==> src/rtl/flash_susp_pkg.sv <==
package flash_susp_pkg;
  typedef enum logic [1:0] {
    OP_PROG       = 2'd0,
    OP_FAST_PROG  = 2'd1,
    OP_PAGE_ERASE = 2'd2,
    OP_MASS_ERASE = 2'd3
  } op_kind_e;

  typedef struct packed {
    logic     valid;
    op_kind_e kind;
  } op_slot_t;
endpackage

==> src/rtl/flash_susp_or_reg.sv <==
module flash_susp_or_reg #(
  parameter int N_CPU = 2
) (
  input  logic             clk_i,
  input  logic             rst_ni,
  input  logic [N_CPU-1:0] susp_req_i,
  output logic             susp_q_o
);
  always_ff @(posedge clk_i or negedge rst_ni) begin
    if (!rst_ni) susp_q_o <= 1'b0;
    else         susp_q_o <= |susp_req_i;
  end
endmodule

==> src/rtl/flash_susp_pend_slot.sv <==
module flash_susp_pend_slot
  import flash_susp_pkg::*;
(
  input  logic     clk_i,
  input  logic     rst_ni,
  input  logic     capture_i,
  input  op_kind_e kind_i,
  input  logic     release_i,
  output op_slot_t slot_o
);
  always_ff @(posedge clk_i or negedge rst_ni) begin
    if (!rst_ni) begin
      slot_o <= '{valid: 1'b0, kind: OP_PROG};
    end else if (release_i) begin
      slot_o.valid <= 1'b0;
    end else if (capture_i) begin
      slot_o <= '{valid: 1'b1, kind: kind_i};
    end
  end
endmodule

==> src/rtl/flash_susp_launch.sv <==
module flash_susp_launch
  import flash_susp_pkg::*;
(
  input  logic     clk_i,
  input  logic     rst_ni,
  input  logic     launch_i,
  input  op_kind_e kind_i,
  input  logic     done_i,
  output logic     start_o,
  output op_kind_e kind_o,
  output logic     busy_o
);
  always_ff @(posedge clk_i or negedge rst_ni) begin
    if (!rst_ni) begin
      start_o <= 1'b0;
      kind_o  <= OP_PROG;
      busy_o  <= 1'b0;
    end else begin
      start_o <= launch_i;
      if (launch_i) begin
        kind_o <= kind_i;
        busy_o <= 1'b1;
      end else if (done_i) begin
        busy_o <= 1'b0;
      end
    end
  end
endmodule

==> src/rtl/flash_susp_arb.sv <==
module flash_susp_arb
  import flash_susp_pkg::*;
#(
  parameter int N_CPU = 2
) (
  input  logic             clk_i,
  input  logic             rst_ni,
  input  logic [N_CPU-1:0] susp_req_i,
  input  logic             op_req_i,
  input  logic [1:0]       op_type_i,
  input  logic             op_done_i,
  output logic             op_start_o,
  output logic [1:0]       op_type_o,
  output logic             busy_o,
  output logic             seq_err_o,
  output logic [N_CPU-1:0] susp_flag_o
);
  logic     susp_q;
  op_slot_t slot;
  logic     can_launch, rel, direct, capture, launch;
  op_kind_e launch_kind, run_kind;

  flash_susp_or_reg #(.N_CPU(N_CPU)) u_or (
    .clk_i, .rst_ni, .susp_req_i, .susp_q_o(susp_q)
  );

  // gating uses the same registered suspend the CPUs observe
  always_comb begin
    can_launch  = !susp_q && !busy_o;
    rel         = slot.valid && can_launch;
    direct      = op_req_i && !slot.valid && can_launch;
    capture     = op_req_i && !slot.valid && !can_launch;
    launch      = rel || direct;
    launch_kind = rel ? slot.kind : op_kind_e'(op_type_i);
  end

  flash_susp_pend_slot u_slot (
    .clk_i, .rst_ni,
    .capture_i(capture),
    .kind_i(op_kind_e'(op_type_i)),
    .release_i(rel),
    .slot_o(slot)
  );

  flash_susp_launch u_launch (
    .clk_i, .rst_ni,
    .launch_i(launch),
    .kind_i(launch_kind),
    .done_i(op_done_i),
    .start_o(op_start_o),
    .kind_o(run_kind),
    .busy_o(busy_o)
  );

  always_ff @(posedge clk_i or negedge rst_ni) begin
    if (!rst_ni) seq_err_o <= 1'b0;
    else         seq_err_o <= op_req_i && slot.valid;
  end

  assign op_type_o = run_kind;

  for (genvar c = 0; c < N_CPU; c++) begin : g_flag
    assign susp_flag_o[c] = susp_q;
  end
endmodule

==> config.mk <==
export PLATFORM = sky130hd
export DESIGN_NAME = flash_susp_arb
export DESIGN_NICKNAME = d
export VERILOG_FILES = /design/src/rtl/flash_susp_pkg.sv /design/src/rtl/flash_susp_or_reg.sv /design/src/rtl/flash_susp_pend_slot.sv /design/src/rtl/flash_susp_launch.sv /design/src/rtl/flash_susp_arb.sv
export SDC_FILE = /design/constraint.sdc
export NUM_CORES = 1
export LEC_CHECK = 0
export ABC_AREA = 1
export BUFFER_PORTS_ARGS = -buffer_cell sky130_fd_sc_hd__buf_4
export CORE_AREA = 2 2 39 41
export CTS_BUF_LIST = sky130_fd_sc_hd__clkbuf_8
export CTS_CLUSTER_SIZE = 8
export DETAILED_ROUTE_END_ITERATION = 16
export DIE_AREA = 0 0 41 43
export GPL_TIMING_DRIVEN = 0
export HOLD_SLACK_MARGIN = 0.05
export PLACE_DENSITY = 0.51
export SYNTH_ARGS = -nofsm -noshare
export SYNTH_HDL_FRONTEND = slang
export SYNTH_HIERARCHICAL = 1
export SYNTH_SLANG_ARGS = --single-unit
export TNS_END_PERCENT = 30
==> constraint.sdc <==
create_clock -name clk_i -period 1.4 [get_ports clk_i]
set_input_delay 0.21 -clock clk_i [delete_from_list [all_inputs] [get_ports clk_i]]
set_output_delay 0.21 -clock clk_i [all_outputs]
set_load 0.03 [all_outputs]
==> impl_metrics.py, run 1 <==
metrics = {
    "outcome": {
        "status": "finished clean",
    },
    "critical_path": {
        "ff2ff_path_depth": 4,
        "slowest_delay_ns": 0.45,
        "crit_arrival_ns": 1.29,
        "cp_common_cell": "nand2_1",
        "cp_slowest_cell": "dfrtp_1",
        "endpoint_kind": "flip-flop",
        "path_class": "reg -> reg",
        "cp-start-kind": "flip-flop",
        "critPathRequiredTime_ns": 1.52,
        "r2r_setup_slack_ns": 0.23,
        "cp_max_fo": 7,
        "crit_chain": "nor3_1 > nand2_2 > nand2_1 > nand2_1",
    },
    "timing": {
        "hold_viol_final": 0,
        "fin_skew_ns": 0.00290,
        "timing.final.crit_share": 0.835,
        "max_freq_ghz": 0.856,
        "worst_slew_pin_slew_ns": 0.374,
        "final-setup-viol-count": 0,
        "rsz0062_at_grt": "false",
        "max_slew_margin": 0.748,
        "finalSetupTns_ns": 0,
        "final_max_slew_viol_count": 0,
        "period_minus_slack_ns": 1.17,
    },
    "clock_tree": {
        "cts_resized": 0,
        "path_clk_slew_ns": 0.04,
        "cts_root_buf": "clkbuf_8",
        "cts_setup_buffers": 0,
        "cts_sinks": 9,
        "cts_max_level": 1,
        "numCtsBuffers": 3,
        "cts_tree": "done",
        "insertion_delay_ns": 0.23,
        "cts.path.max_buffers": 2,
    },
    "global_routing": {
        "antenna_found_initial": 0,
        "grt_pass1_wl_um": 1230,
        "grt_max_degree": 10,
        "grt-ovfl-total": 0,
        "grt.total_usage": 0.106,
        "grt_pass1_vias": 301,
    },
    "final_layout": {
        "postLayoutCoreUtil": 0.417,
        "n_antenna_cell": 0,
        "drive_above_1_share": 0.358,
        "area_growth_pct": 45.4,
        "fill_cells": 141,
        "final_net_count": 76,
        "instances_no_fill": 83,
    },
    "synthesis": {
        "yosysTopAreaCell": "dfrtp_1",
        "synthesis.area_um2": 397,
        "ys_types": 10,
        "synthTopCellsByArea": "dfrtp_1 57%, nand2_1 19%, inv_1 5.7%",
        "yosysSeqAreaShare": 0.568,
        "syn-num-nets": 56,
        "synth_cells": 48,
        "syn_area_per_cell_um2": 8.26,
        "netlist.area_leader.share": 0.568,
        "ys_warn_count": 6,
        "ys_ff_latch": 9,
    },
    "drt": {
        "vias": 335,
        "drtIter0Drc": 5,
        "drt_first_pass_iters": 4,
        "routed_wl_um": 718,
        "drc": 0,
        "wire_per_inst_um": 8.65,
        "drt-vias-per-instance": 4.04,
        "drtAntennaViolNets": 0,
    },
    "floorplanning": {
        "die-width_um": 41,
        "die_h_um": 43,
        "dieArea_um2": 1760,
        "start_util": 0.287,
        "io_pins": 15,
        "core_area_um2": 1380,
        "num_rows": 14,
    },
    "worst_hold_path": {
        "holdPathStages": 3,
        "hold_path.class": "in -> reg",
    },
    "placed_design": {
        "place_hpwl_um": 535,
        "dp.cells": 78,
        "io_buffers": 14,
        "gp_congestion": 0.695,
    },
    "pwr": {
        "powerDensity_nw_per_um2": 1760,
        "p_leak_nw": 0.338,
        "vdd_drop_max_v": 0.000617,
    },
    "flow_run": {
        "cap_viol_max_count": 0,
    },
}
==> per-layer routing <==
metal,global-route usage,up-vias,routed length (µm)
met2,0.141,13,301
met5,0,-,0
met1,0.140,142,336
li1,-,178,-
met4,0.100,0,8
met3,0.0157,2,72
==> flip-flops by register name (all words and copies together), names as in the netlist <==
signal and count:
u_slot/slot_o 3, u_launch/kind_o 2, seq_err_o 1, u_launch/busy_o 1, u_launch/start_o 1, u_or/susp_q_o 1
==> metrics by stage <==
| stage | instance area [µm²] | hold WS [ns] | worst slack [ns] | total power (W) |
|---|---|---|---|---|
| 2_1_floorplan | 397 | -0.0856 | 0.184 | 0.000609 |
| 3_3_place_gp | 522 | 0.0397 | 0.224 | 0.000729 |
| 3_5_place_dp | 522 | 0.0402 | 0.241 | 0.000731 |
| 4_1_cts | 577 | 0.163 | 0.232 | 0.00103 |
| 5_1_grt | 577 | 0.177 | 0.134 | 0.00110 |
| 6_report | 577 | 0.163 | 0.231 | 0.00101 |
==> power by group <==
group	leakage, nW	internal [W]	total [W]	switching [W]
Sequential	0.110	0.000345	0.000409	0.0000635
Clock	0.0269	0.000191	0.000288	0.0000973
Combinational	0.201	0.000125	0.000318	0.000193
Total	0.338	0.000661	0.00101	0.000354
==> Yosys cell counts <==
cell      n
inv_2     2
buf_4     2
nor2_2    1
nand2_2   2
dfrtp_1   9
nor3_1    1
o21a_1    1
nand2_1  20
nand3_1   4
inv_1     6
==> cell families after synthesis <==
group | share of synthesized area
AND/OR/NAND/NOR | 0.300
buffers and inverters | 0.114
flip-flops | 0.568
AO/OA/AOI/OAI | 0.0189
==> repair_timing <==
action,in CTS,in global routing
hold endpoints to repair,9,0
hold buffers,1,0
setup endpoints to repair,0,0
==> final timing paths <==
| check | start | end |
|---|---|---|
| min in group asynchronous | rst_ni | u_launch/kind_o[1] |
| worst max register to register | u_slot/slot_o[2] | u_slot/slot_o[1] |
| max in group asynchronous | rst_ni | u_slot/slot_o[2] |
| worst min-delay path | susp_req_i[1] | u_or/susp_q_o |
| worst max-delay path | u_slot/slot_o[2] | u_slot/slot_o[1] |
| worst min register to register | u_launch/kind_o[0] | u_launch/kind_o[0] |
==> cells in the final DEF, fill, tap and decap left out <==
cell type      Yosys  layout
buf_4              2      16
clkbuf_8           0       3
dfrtp_1            9       9
dlygate4sd3_1      0       1
inv_1              6       7
inv_2              2       2
nand2_1           20      20
nand2_2            2       2
nand3_1            4       4
nor2_2             1       1
nor3_1             1       1
o21a_1             1       1
==> critical path, delay by kind of cell (launching register included) <==
kind	cells	cell delay, ns
and+or+nand+nor	4	0.60
DFF	1	0.45
==> area by class of cell <==
type	instances	area [µm²]	share of cell area
clock buffers	3	41.3	0.0716
plain buffers	2	15.0	0.0260
repair buffers	15	115	0.200
flip-flops and latches	9	225	0.390
clock inverters	1	3.75	0.00651
inverters	8	30.0	0.0521
well taps	16	20.0	0.0347
multi-input cells	29	126	0.219
Note: power is estimated with default switching activity, not from simulation.
==> run 2, diff against run 1 <==
--- a/config.mk
+++ b/config.mk
@@ -14,7 +14,7 @@
 export DIE_AREA = 0 0 41 43
 export GPL_TIMING_DRIVEN = 0
 export HOLD_SLACK_MARGIN = 0.05
-export PLACE_DENSITY = 0.51
+export PLACE_DENSITY = 0.53
 export SYNTH_ARGS = -nofsm -noshare
 export SYNTH_HDL_FRONTEND = slang
 export SYNTH_HIERARCHICAL = 1
==> constraint.sdc (replaced) <==
create_clock -name clk_i -period 1 [get_ports clk_i]
set_input_delay 0.15 -clock clk_i [delete_from_list [all_inputs] [get_ports clk_i]]
set_output_delay 0.15 -clock clk_i [all_outputs]
set_load 0.03 [all_outputs]
==> run 2 against run 1 <==
  * Combinational power rose by 51%
  * Global-route usage rose by 0.81 points
  * Core utilization rose by 3.3 points
  * Non-clock buffer count rose by 2
  * Clock power rose by 42%
  * Cell count rose by 2.4%
  * Maximum frequency rose by 7.7%
  * Via count rose by 5.7%
  * Critical path depth rose by 2
  * The flow now finishes with violations (negative setup slack)
  * Critical path type unchanged
  * Sequential share of layout area fell by 2.7 points
  * Total power rose by 46%
  * Critical endpoint is now u_slot/slot_o[0]
  * Register-to-register slack got worse by 0.32 ns
==> impl_metrics.py, run 2 (synthesis gave the netlist of run 1 again) <==
metrics = {
    "critical_path": {
        "path_class": "reg -> reg",
        "cp_max_fo": 5,
        "crit_arrival_ns": 1.21,
        "cp-start-kind": "flip-flop",
        "endpoint_kind": "flip-flop",
        "critPathRequiredTime_ns": 1.12,
    },
    "placed_design": {
        "gp_congestion": 0.731,
        "place_area_um2": 533,
        "place_hpwl_um": 554,
        "io_buffers": 14,
    },
    "flow_run": {
        "cap_viol_max_count": 0,
    },
    "final_layout": {
        "drive_above_1_share": 0.435,
        "final_net_count": 78,
        "fill_cells": 139,
        "layout_commonest_cell": "nand2_1",
        "fin_area_um2": 623,
        "n_antenna_cell": 0,
        "reg.largest.list": "u_slot/slot_o x3, u_launch/kind_o x2",
        "mostFrequentLayoutCells": "19 x nand2_1, 15 x buf_4, 8 x dfrtp_1",
        "area_growth_pct": 57.1,
        "regArea_um2": 226,
        "largest_reg_flops": 3,
        "max_flop_register": "u_slot/slot_o",
        "multi_input_area_um2": 145,
    },
    "clock_tree": {
        "cts_root_buf": "clkbuf_8",
        "cts_tree": "done",
        "cts_max_level": 1,
        "cts.path.max_buffers": 2,
        "insertion_delay_ns": 0.23,
        "numCtsBuffers": 3,
        "path_clk_slew_ns": 0.04,
        "cts_sinks": 9,
    },
    "timing": {
        "period_minus_slack_ns": 1.08,
        "max_slew_margin": 0.810,
        "worst_slack_ns": -0.0848,
        "timing.final.crit_share": 1.08,
        "final-setup-viol-count": 7,
        "fin_skew_ns": 0.00128,
        "worst_slew_pin_slew_ns": 0.284,
        "hold_viol_final": 0,
        "max_freq_ghz": 0.922,
        "rsz0062_at_grt": "true",
        "holdWs_ns": 0.0977,
        "final_max_slew_viol_count": 0,
    },
    "floorplanning": {
        "io_pins": 15,
        "start_util": 0.287,
        "dieArea_um2": 1760,
        "die_h_um": 43,
        "num_rows": 14,
        "die-width_um": 41,
        "core_area_um2": 1380,
    },
    "drt": {
        "drt-vias-per-instance": 4.16,
        "routed_wl_um": 738,
        "vias": 354,
        "drtIter0Drc": 2,
        "wire_per_inst_um": 8.68,
        "drc": 0,
        "drt_first_pass_iters": 4,
        "drtAntennaViolNets": 0,
    },
    "global_routing": {
        "antenna_found_initial": 0,
        "grt_max_degree": 10,
        "grt.total_usage": 0.115,
        "grt-ovfl-total": 0,
        "grt_pass1_vias": 331,
        "grt_pass1_wl_um": 1290,
    },
    "pwr": {
        "powerDensity_nw_per_um2": 2370,
        "vdd_drop_max_v": 0.000938,
        "power_w": 0.00148,
        "p_leak_nw": 0.354,
    },
    "worst_hold_path": {
        "hold_path.class": "in -> reg",
    },
    "outcome": {
        "status": "finished with violations",
        "violations": "negative setup slack",
    },
}
run 2: what timing repair did:
item	in CTS	in global routing
gates resized for setup	4	2
setup buffers	0	2
pin swaps	0	2
endpoints found under the setup margin	7	8
hold endpoints to repair	9	0
hold buffers	1	0
run 2: through the flow:
step                      worst slack, ns   util  setup TNS, ns  cells
after floorplan                   -0.0703      -         -0.182     48
after global placement            -0.0805  0.385         -0.316     78
after detailed placement          -0.0796  0.385         -0.275     78
after CTS                         -0.0879  0.433         -0.481     83
after global routing               -0.160  0.450         -0.875     85
final                             -0.0848  0.450         -0.464     85
run 2: final timing paths:
kind                                  start                 end  slack (ns)  depth (start not counted)
max                           u_or/susp_q_o    u_slot/slot_o[0]       -0.08                          6
min                           susp_req_i[1]       u_or/susp_q_o         0.1                          3
max reg2reg                   u_or/susp_q_o    u_slot/slot_o[0]       -0.08                          6
min reg2reg                u_slot/slot_o[1]    u_slot/slot_o[1]        0.47                          2
max in group asynchronous            rst_ni     u_launch/busy_o        0.58                          2
min in group asynchronous            rst_ni  u_launch/kind_o[1]        0.28                          2
run 2: critical path, cell delays in order, from the launching register on:
cell and delay, ns:
dfrtp_1 0.41, nor2_4 0.07, buf_4 0.14, nor3_4 0.16
nand2_2 0.09, nand2_1 0.07, nand2_1 0.04
run 2: area by class of cell:
class	count	share of cell area
inverters	8	0.0482
clock buffers	3	0.0663
multi-input cells	29	0.233
flip-flops and latches	9	0.363
well taps	16	0.0321
clock inverters	1	0.00602
plain buffers	2	0.0301
repair buffers	17	0.221
run 2: layer usage:
metal / track usage / vias up / wire length (µm)
li1: - / 183 / -
met1: 0.143 / 154 / 331
met2: 0.141 / 13 / 321
met3: 0.0524 / 4 / 61
met4: 0.100 / 0 / 24
met5: 0 / - / 0
run 2: where the power goes:
part | switching, W | leakage (nW) | internal, W | total [W]
Sequential | 0.000105 | 0.109 | 0.000485 | 0.000590
Combinational | 0.000277 | 0.218 | 0.000202 | 0.000479
Clock | 0.000143 | 0.0269 | 0.000267 | 0.000410
==> run 3, diff against run 2 <==
--- a/config.mk
+++ b/config.mk
@@ -7,14 +7,13 @@
 export LEC_CHECK = 0
 export ABC_AREA = 1
 export BUFFER_PORTS_ARGS = -buffer_cell sky130_fd_sc_hd__buf_4
-export CORE_AREA = 2 2 39 41
+export CORE_AREA = 10 10 50 52
 export CTS_BUF_LIST = sky130_fd_sc_hd__clkbuf_8
 export CTS_CLUSTER_SIZE = 8
 export DETAILED_ROUTE_END_ITERATION = 16
-export DIE_AREA = 0 0 41 43
+export DIE_AREA = 0 0 60 62
 export GPL_TIMING_DRIVEN = 0
 export HOLD_SLACK_MARGIN = 0.05
-export PLACE_DENSITY = 0.53
 export SYNTH_ARGS = -nofsm -noshare
 export SYNTH_HDL_FRONTEND = slang
 export SYNTH_HIERARCHICAL = 1
==> run 3 against run 2 <==
  * The run still ends with negative setup slack left
  * Global-route usage down 6.0 points
  * Via count up 0.85%
  * Final area up 0.20%
  * Clock skew down 0.00090 ns
  * Maximum frequency down 0.56%
  * Critical path depth down 1
  * Register-to-register slack about the same
  * Worst setup slack worse by 0.0061 ns
  * Combinational power up 4.2%
  * Die area up 110%
  * First-iteration DRC count up 50%
  * Sequential power up 2%
  * Critical endpoint is now u_launch/kind_o[0]
  * Largest power group unchanged
==> impl_metrics.py, run 3 (synthesis gave the netlist of run 1 again) <==
metrics = {
    "timing": {
        "fin_skew_ns": 0.000377,
        "worst_slack_ns": -0.0909,
        "rsz0062_at_grt": "true",
        "worst_slew_pin_slew_ns": 0.234,
        "final_max_slew_viol_count": 0,
        "max_slew_margin": 0.843,
        "hold_viol_final": 0,
        "finalSetupTns_ns": -0.355,
        "holdWs_ns": 0.0953,
        "period_minus_slack_ns": 1.09,
        "timing.final.crit_share": 1.09,
        "max_freq_ghz": 0.917,
        "final-setup-viol-count": 8,
    },
    "clock_tree": {
        "cts_root_buf": "clkbuf_8",
        "insertion_delay_ns": 0.23,
        "cts.path.max_buffers": 2,
        "path_clk_slew_ns": 0.04,
        "numCtsBuffers": 3,
        "cts_tree": "done",
        "cts_max_level": 1,
        "cts_sinks": 9,
    },
    "critical_path": {
        "crit_start": "u_or/susp_q_o",
        "cp_max_fo": 4,
        "critPathRequiredTime_ns": 1.12,
        "ff2ff_path_depth": 5,
        "cp-start-kind": "flip-flop",
        "r2r_setup_slack_ns": -0.09,
        "regToRegEndpoint": "u_launch/kind_o[0]",
        "r2r_start": "u_or/susp_q_o",
        "crit_arrival_ns": 1.21,
        "endpoint_kind": "flip-flop",
        "path_class": "reg -> reg",
    },
    "flow_run": {
        "cap_viol_max_count": 0,
    },
    "floorplanning": {
        "start_util": 0.246,
        "dieArea_um2": 3720,
        "io_pins": 15,
        "die_h_um": 62,
        "die-width_um": 60,
        "num_rows": 15,
        "core_area_um2": 1610,
    },
    "pwr": {
        "powerDensity_nw_per_um2": 2400,
        "p_leak_nw": 0.349,
        "vdd_drop_max_v": 0.000667,
        "power_frac_seq": 0.400,
        "p_switching_w": 0.000539,
        "p_int_w": 0.000961,
        "switching_share": 0.359,
        "power_w": 0.00150,
        "clock_power_share": 0.267,
        "p_comb_frac": 0.333,
    },
    "drt": {
        "drtIter0Drc": 3,
        "drt-vias-per-instance": 4.20,
        "routed_wl_um": 905,
        "drt_first_pass_iters": 2,
        "drtAntennaViolNets": 0,
        "vias": 357,
        "wire_per_inst_um": 10.6,
        "drc": 0,
    },
    "global_routing": {
        "grt.total_usage": 0.0544,
        "grt_max_degree": 10,
        "grt_pass1_wl_um": 1500,
        "antenna_found_initial": 0,
        "grt-ovfl-total": 0,
        "grt_pass1_vias": 359,
    },
    "final_layout": {
        "max_flop_register": "u_slot/slot_o",
        "layout_commonest_cell": "nand2_1",
        "final_net_count": 77,
        "area_growth_pct": 57.4,
        "largest_reg_flops": 3,
        "mostFrequentLayoutCells": "18 x nand2_1, 15 x buf_4, 7 x dfrtp_1",
        "n_antenna_cell": 0,
        "postLayoutCoreUtil": 0.387,
        "drive_above_1_share": 0.456,
        "reg.largest.list": "u_slot/slot_o x3, u_launch/kind_o x2",
    },
    "placed_design": {
        "place_hpwl_um": 722,
        "post-place-ws_ns": -0.0829,
        "gp_congestion": 0.772,
        "io_buffers": 14,
    },
    "worst_hold_path": {
        "min-delay-start": "susp_req_i[1]",
        "hold_path.class": "in -> reg",
        "whs_endpoint": "u_or/susp_q_o",
        "holdPathStages": 3,
    },
    "outcome": {
        "violations": "negative setup slack",
        "status": "finished with violations",
    },
}
[run 3: cell types whose count changed in the layout (fill, tap and decap cells not counted)]
cell and delta:
buf_6 -1, dfrtp_1 -1, dfrtp_2 +1, inv_2 -1, inv_4 +1, nand2_1 -1, nand2_4 +1
[run 3: power by group through the flow]
stage / logic [W] / clock network, W / registers (W)
2_1_floorplan: 0.000176 / 0 / 0.000691
3_3_place_gp: 0.000453 / 0 / 0.000585
3_5_place_dp: 0.000462 / 0 / 0.000586
4_1_cts: 0.000476 / 0.000415 / 0.000582
5_1_grt: 0.000559 / 0.000432 / 0.000615
6_report: 0.000499 / 0.000401 / 0.000601
[run 3: timing repair]
item,4_1_cts,5_1_grt
endpoints found under the setup margin,7,9
hold endpoints to repair,9,0
setup buffers,1,0
gates resized for setup,3,6
hold buffers,1,0
pin swaps,1,3
[run 3: worst max path at each step]
stage                    endpoint  slack (ns)  cells after the start
6_report       u_launch/kind_o[0]       -0.09                      5
5_1_grt        u_launch/kind_o[0]       -0.17                      5
4_1_cts            susp_flag_o[1]       -0.07                      2
3_5_place_dp   u_launch/kind_o[0]       -0.08                      5
3_3_place_gp   u_launch/kind_o[1]       -0.08                      5
2_1_floorplan  u_launch/kind_o[0]       -0.07                      5
[run 3: layout make-up]
class	count	area [µm²]
Buffer	2	15.0
Multi-Input combinational cell	29	153
Tap cell	17	21.3
Clock inverter	1	3.75
Clock buffer	3	41.3
Sequential cell	9	228
Fill cell	159	990
Timing Repair Buffer	16	130
Inverter	8	32.5
[run 3: worst max-delay path, stage by stage (launching register included)]
cell     delay [ns]
dfrtp_1        0.41
nor2_4         0.19
o21a_1         0.22
inv_2          0.06
nand2_2        0.05
nand2_1        0.05
[run 3: per-layer routing]
metal / global-route usage / part of all wire
met3: 0.0386 / 0.13
met2: 0.0779 / 0.42
met1: 0.0548 / 0.45
met4: 0.0385 / 0
met5: 0 / 0
[run 3: through the flow]
stage	cell area, µm²	instances
finish	624	85
global route	624	85
CTS	604	85
detailed placement	534	79
global placement	534	79
floorplan	408	48
